[src/rtl/alu_pkg.sv]
package alu_pkg;

  typedef enum logic [3:0] {
    OP_ADDU = 4'b0000,
    OP_SUBU = 4'b0001,
    OP_ADDS = 4'b0010,
    OP_SUBS = 4'b0011,
    OP_AND  = 4'b0100,
    OP_OR   = 4'b0101,
    OP_XOR  = 4'b0110,
    OP_NOR  = 4'b0111,
    OP_UPPR = 4'b1000,
    OP_SLTU = 4'b1010,
    OP_SLTS = 4'b1011,
    OP_SRA  = 4'b1100,
    OP_SRL  = 4'b1101,
    OP_SLL  = 4'b1110
  } aluOp_e;

  typedef enum logic [1:0] {
    LG_AND = 2'd0,
    LG_OR  = 2'd1,
    LG_XOR = 2'd2,
    LG_NOR = 2'd3
  } logicKind_e;

  typedef enum logic [1:0] {
    SH_LEFT  = 2'd0,
    SH_RIGHT = 2'd1,
    SH_ARITH = 2'd2
  } shiftKind_e;

  typedef struct packed {
    logic       useArith;
    logic       subtract;
    logic       ovfEnable;
    logic       useLogic;
    logicKind_e logicKind;
    logic       useSlt;
    logic       sltSigned;
    logic       useUpper;
    logic       useShift;
    shiftKind_e shiftKind;
  } aluCtrl_t;

endpackage

[src/rtl/alu_decode.sv]
module alu_decode
  import alu_pkg::*;
(
  input  logic [3:0] opCode,
  output aluCtrl_t   ctrl
);

  always_comb begin
    ctrl = '0;
    unique case (opCode)
      OP_ADDU: ctrl.useArith = 1'b1;
      OP_ADDS: begin
        ctrl.useArith  = 1'b1;
        ctrl.ovfEnable = 1'b1;
      end
      OP_SUBU: begin
        ctrl.useArith = 1'b1;
        ctrl.subtract = 1'b1;
      end
      OP_SUBS: begin
        ctrl.useArith  = 1'b1;
        ctrl.subtract  = 1'b1;
        ctrl.ovfEnable = 1'b1;
      end
      OP_AND: begin
        ctrl.useLogic  = 1'b1;
        ctrl.logicKind = LG_AND;
      end
      OP_OR: begin
        ctrl.useLogic  = 1'b1;
        ctrl.logicKind = LG_OR;
      end
      OP_XOR: begin
        ctrl.useLogic  = 1'b1;
        ctrl.logicKind = LG_XOR;
      end
      OP_NOR: begin
        ctrl.useLogic  = 1'b1;
        ctrl.logicKind = LG_NOR;
      end
      OP_UPPR: ctrl.useUpper = 1'b1;
      OP_SLTU: begin
        ctrl.useSlt   = 1'b1;
        ctrl.subtract = 1'b1;
      end
      OP_SLTS: begin
        ctrl.useSlt    = 1'b1;
        ctrl.subtract  = 1'b1;
        ctrl.sltSigned = 1'b1;
      end
      OP_SRA: begin
        ctrl.useShift  = 1'b1;
        ctrl.shiftKind = SH_ARITH;
      end
      OP_SRL: begin
        ctrl.useShift  = 1'b1;
        ctrl.shiftKind = SH_RIGHT;
      end
      OP_SLL: begin
        ctrl.useShift  = 1'b1;
        ctrl.shiftKind = SH_LEFT;
      end
      default: ctrl = '0;
    endcase
  end

endmodule

[src/rtl/alu_datapath.sv]
module alu_datapath
  import alu_pkg::*;
#(
  parameter int WIDTH = 32
) (
  input  aluCtrl_t         ctrl,
  input  logic [WIDTH-1:0] opA,
  input  logic [WIDTH-1:0] opB,
  output logic [WIDTH-1:0] result,
  output logic             zero,
  output logic             overflow
);

  localparam int MSB   = WIDTH - 1;
  localparam int HALF  = WIDTH / 2;
  localparam int SHW   = $clog2(WIDTH);

  // Shared adder: subtraction as A + ~B + 1
  logic [WIDTH-1:0] addend;
  logic [WIDTH-1:0] sum;
  logic             carryOut;
  logic             ovfRaw;

  assign addend            = ctrl.subtract ? ~opB : opB;
  assign {carryOut, sum}   = {1'b0, opA} + {1'b0, addend} + {{WIDTH{1'b0}}, ctrl.subtract};
  assign ovfRaw            = (opA[MSB] == addend[MSB]) && (sum[MSB] != opA[MSB]);

  // Comparison derived from the subtract
  logic lessThan;
  assign lessThan = ctrl.sltSigned ? (sum[MSB] ^ ovfRaw) : ~carryOut;

  // Bitwise logic
  logic [WIDTH-1:0] logicOut;
  always_comb begin
    unique case (ctrl.logicKind)
      LG_AND:  logicOut = opA & opB;
      LG_OR:   logicOut = opA | opB;
      LG_XOR:  logicOut = opA ^ opB;
      default: logicOut = ~(opA | opB);
    endcase
  end

  // Log-depth barrel shifters
  logic [SHW-1:0]   shAmt;
  logic             fillBit;
  logic [WIDTH-1:0] rStage [0:SHW];
  logic [WIDTH-1:0] lStage [0:SHW];

  assign shAmt     = opA[SHW-1:0];
  assign fillBit   = (ctrl.shiftKind == SH_ARITH) & opB[MSB];
  assign rStage[0] = opB;
  assign lStage[0] = opB;

  for (genvar k = 0; k < SHW; k++) begin : g_shift
    localparam int STEP = 1 << k;
    assign rStage[k+1] = shAmt[k] ? {{STEP{fillBit}}, rStage[k][MSB:STEP]} : rStage[k];
    assign lStage[k+1] = shAmt[k] ? {lStage[k][MSB-STEP:0], {STEP{1'b0}}} : lStage[k];
  end

  logic [WIDTH-1:0] shiftOut;
  assign shiftOut = (ctrl.shiftKind == SH_LEFT) ? lStage[SHW] : rStage[SHW];

  // Result selection
  always_comb begin
    if (ctrl.useArith)      result = sum;
    else if (ctrl.useLogic) result = logicOut;
    else if (ctrl.useSlt)   result = {{(WIDTH-1){1'b0}}, lessThan};
    else if (ctrl.useUpper) result = {opB[HALF-1:0], {HALF{1'b0}}};
    else if (ctrl.useShift) result = shiftOut;
    else                    result = '0;
  end

  assign zero     = ~|result;
  assign overflow = ctrl.useArith & ctrl.ovfEnable & ovfRaw;

endmodule

[src/rtl/alu_top.sv]
module alu_top
  import alu_pkg::*;
#(
  parameter int WIDTH = 32
) (
  input  logic [3:0]       opCode,
  input  logic [WIDTH-1:0] opA,
  input  logic [WIDTH-1:0] opB,
  output logic [WIDTH-1:0] result,
  output logic             zero,
  output logic             overflow
);

  aluCtrl_t ctrl;

  alu_decode u_decode (
    .opCode (opCode),
    .ctrl   (ctrl)
  );

  alu_datapath #(.WIDTH(WIDTH)) u_datapath (
    .ctrl     (ctrl),
    .opA      (opA),
    .opB      (opB),
    .result   (result),
    .zero     (zero),
    .overflow (overflow)
  );

endmodule

[config.mk]
export PLATFORM = sky130hd
export DESIGN_NAME = alu_top
export DESIGN_NICKNAME = d
export VERILOG_FILES = /design/src/rtl/alu_pkg.sv /design/src/rtl/alu_decode.sv /design/src/rtl/alu_datapath.sv /design/src/rtl/alu_top.sv
export SDC_FILE = /design/constraint.sdc
export NUM_CORES = 1
export LEC_CHECK = 0
export BUFFER_PORTS_ARGS = -buffer_cell sky130_fd_sc_hd__buf_2
export CORE_MARGIN = 2
export CORE_UTILIZATION = 55
export DETAILED_ROUTE_END_ITERATION = 10
export PLACE_DENSITY = 0.82
export SLEW_MARGIN = 10
export SYNTH_ARGS = -nofsm -noshare
export SYNTH_HDL_FRONTEND = slang
export SYNTH_SLANG_ARGS = --single-unit
[constraint.sdc]
create_clock -name vclk -period 19.5
set_input_delay 3.9 -clock vclk [all_inputs]
set_output_delay 3.9 -clock vclk [all_outputs]
set_load 0.01 [all_outputs]
==> results.py <==
metrics = {
    "critical_path": {
        "crit_fanout": 31,
        "critPathMostFrequentCell": "sky130_fd_sc_hd__a211oi_1",
        "crit_path_max_incr_delay_ns": 0.62,
        "crit_chain": "buf_2, clkinv_1, and3_1, a21oi_4, buf_4, xnor2_1, fa_1, a211oi_1, o21ai_0, a211oi_1, a211oi_1, or2_2, o311a_1, nor2_1, nand2_1, or4b_2, nor4_1, buf_2",
        "worstSetupStartpointType": "input port",
        "critical-path-top-delay-family": "simple AND/OR/NAND/NOR gates",
        "critical-path-slowest-cell": "sky130_fd_sc_hd__or4b_2",
        "path_class": "in -> out",
        "crit_buf_inv": 4,
        "critical_path.endpoint_type": "output port",
        "critPathArrivalTime_ns": 9.61,
        "required_ns": 15.60,
    },
    "yosys": {
        "syn-cell-area_um2": 9440,
        "post-synth-top-area-fraction_pct": 13.6,
        "most_repeated_cell_in_the_gate_level_netlist_after_synthesis": "sky130_fd_sc_hd__nand2_1",
        "synth.lib_cells_used.distinct": 83,
        "postSynthNetCount": 1448,
        "synthDominantAreaCellType": "sky130_fd_sc_hd__mux4_2",
        "yosys-top-cells-count": "sky130_fd_sc_hd__nand2_1 (123), sky130_fd_sc_hd__nor2_1 (102), sky130_fd_sc_hd__ha_1 (97)",
        "synth_area_per_cell_um2": 7.37,
        "yosys_warnings": 0,
        "seq_area_frac_synth_pct": 0,
        "post_synth_main_area_contributors": "sky130_fd_sc_hd__mux4_2 (14%), sky130_fd_sc_hd__ha_1 (13%), sky130_fd_sc_hd__mux2i_1 (6.6%)",
        "synthesis.instances": 1282,
    },
    "pwr": {
        "vdd_drop_max_mv": 0.0259,
        "power_leakage_nw": 4.18,
        "power.density_cell_area_nw_per_um2": 37.6,
        "total_power_uw": 366,
    },
    "grt": {
        "initial_antenna_violation_count": 0,
        "grt_start_max_net_pins": 50,
        "via_count_of_the_first_global_routing_pass": 10200,
        "globalRouteTotalUtil_pct": 46.4,
        "grt_first_pass_wirelength_um": 64400,
        "overflow": 0,
    },
    "floorplan": {
        "fp.coreArea_um2": 16700,
        "floorplan.die_area_um2": 18200,
        "io-pin-count": 102,
        "floorplan.rows": 47,
        "die-height_um": 135,
        "initial_utilization_pct": 56.5,
        "die_x_um": 135,
    },
    "drt": {
        "totalWireLength_um": 43200,
        "wire_per_inst_um": 29.0,
        "drc_errors": 0,
        "num_vias": 11300,
        "number_of_design_rule_violations_left_by_the_first_detailed_router_iteration": 1769,
        "dr.pass1.iters": 7,
        "ant_nets": 0,
        "viasPerCell": 7.54,
    },
    "cts": {
        "cts_setup_buffers": 0,
        "cts.repair.resized": 0,
        "post_cts_hold_buffer_count": 0,
    },
    "run_status": {
        "run_status": "completed",
    },
    "hold_path": {
        "worstHoldEndpoint": "overflow",
        "holdCritStartpoint": "opA[31]",
        "hold_path.class": "in -> out",
        "hold_depth": 5,
    },
    "sta": {
        "worst_slew_margin_rel_pct": 21.9,
        "timing.setup.tns_ns": 0,
        "finalCriticalPeriod_ns": 13.51,
        "max_slew.worst_pin.slew_ns": 1.17,
        "final_hold_viol_count": 0,
        "max_freq_mhz": 74.0,
        "finalMaxSlewViolations": 0,
        "rsz0062_at_grt": "no",
        "final-setup-viol-count": 0,
        "layout_worst_path_cycle_share_pct": 69.3,
    },
    "cells_and_area": {
        "multi_input_comb_area_um2": 8520,
        "num-fill-cells": 1600,
        "seq_cell_count": 0,
        "layout_area_growth_over_synthesis_pct": 3.10,
        "nets": 1440,
        "clkbuf_count": 0,
        "final_layout_size_suffix_gt1_share_pct": 17.5,
        "sequential_cell_area_in_the_final_layout_um2": 0,
    },
    "placed_design": {
        "gp_congestion": 1.15,
        "port_buffers": 102,
        "detailed_place_hpwl_um": 32600,
    },
    "run": {
        "cap_violations": 0,
    },
}
## power breakdown
part               total, mW  switching [mW]   internal, mW
combinational          0.366           0.232          0.135
clock          0.00000000976               0  0.00000000976
sequential                 0               0              0
## layer usage
metal | track usage, % | share of wire, %
met3 | 12.5 | 15
met5 | 0 | 0
met1 | 62.7 | 37
met2 | 70.1 | 43
met4 | 19.2 | 6.1
## cells by family (layout without fill, tap and decap cells)
| logic type | Yosys count | count (layout) | synth area share (%) |
|---|---|---|---|
| AO/OA/AOI/OAI | 379 | 379 | 26.5 |
| XOR/XNOR | 80 | 80 | 7.42 |
| adder cells (fa/ha/maj) | 98 | 98 | 13.1 |
| buffers and inverters | 207 | 197 | 9.92 |
| multiplexers | 152 | 152 | 24.9 |
| other | 0 | 1 | 0 |
| AND/OR/NAND/NOR | 366 | 366 | 18.1 |
## through the flow
stage | hold WS (ns) | util (%) | setup WS [ns] | std cells | cell area (um^2)
3_3_place_gp | 8.33 | 58.3 | 6.36 | 1492 | 9730
6_report | 8.35 | 58.3 | 5.99 | 1493 | 9740
4_1_cts | 8.34 | 58.3 | 6.18 | 1492 | 9730
5_1_grt | 8.38 | 58.3 | 5.73 | 1492 | 9730
3_5_place_dp | 8.34 | 58.3 | 6.21 | 1492 | 9730
2_1_floorplan | 8.04 | - | 6.44 | 1282 | 9440
## cell usage in the layout (no fill, tap or decap), types with 26 or more instances in the layout
master	count
sky130_fd_sc_hd__buf_2	99
sky130_fd_sc_hd__ha_1	97
sky130_fd_sc_hd__a21oi_1	92
sky130_fd_sc_hd__xnor2_1	61
sky130_fd_sc_hd__mux2_2	26
sky130_fd_sc_hd__nor2_1	101
sky130_fd_sc_hd__mux4_2	57
sky130_fd_sc_hd__mux2i_1	62
sky130_fd_sc_hd__nand2_1	123
sky130_fd_sc_hd__inv_1	74
sky130_fd_sc_hd__a211oi_1	29
sky130_fd_sc_hd__nand3_1	30
sky130_fd_sc_hd__o21ai_0	74
## tightest hold or removal path: stages
cell and delay (ns):
sky130_fd_sc_hd__buf_2 0.13, sky130_fd_sc_hd__inv_1 0.11, sky130_fd_sc_hd__xnor2_1 0.13, sky130_fd_sc_hd__nor4_1 0.05, sky130_fd_sc_hd__buf_2 0.13
## cell type report
class | count | share of cell area [%]
diodes | 1 | 0.0257
inverters | 78 | 3.01
multi-input cells | 1075 | 87.5
well taps | 220 | 2.83
repair buffers | 119 | 6.63
## worst max path at each step
stage | startpoint | endpoint | slack [ns] | cells after the start
6_report | opCode[2] | zero | 5.99 | 18
5_1_grt | opCode[2] | zero | 5.73 | 18
4_1_cts | opCode[2] | zero | 6.18 | 18
3_5_place_dp | opCode[2] | zero | 6.21 | 18
3_3_place_gp | opCode[2] | zero | 6.36 | 18
2_1_floorplan | opCode[1] | zero | 6.44 | 21
No activity file was read; power rests on OpenSTA's default activity.
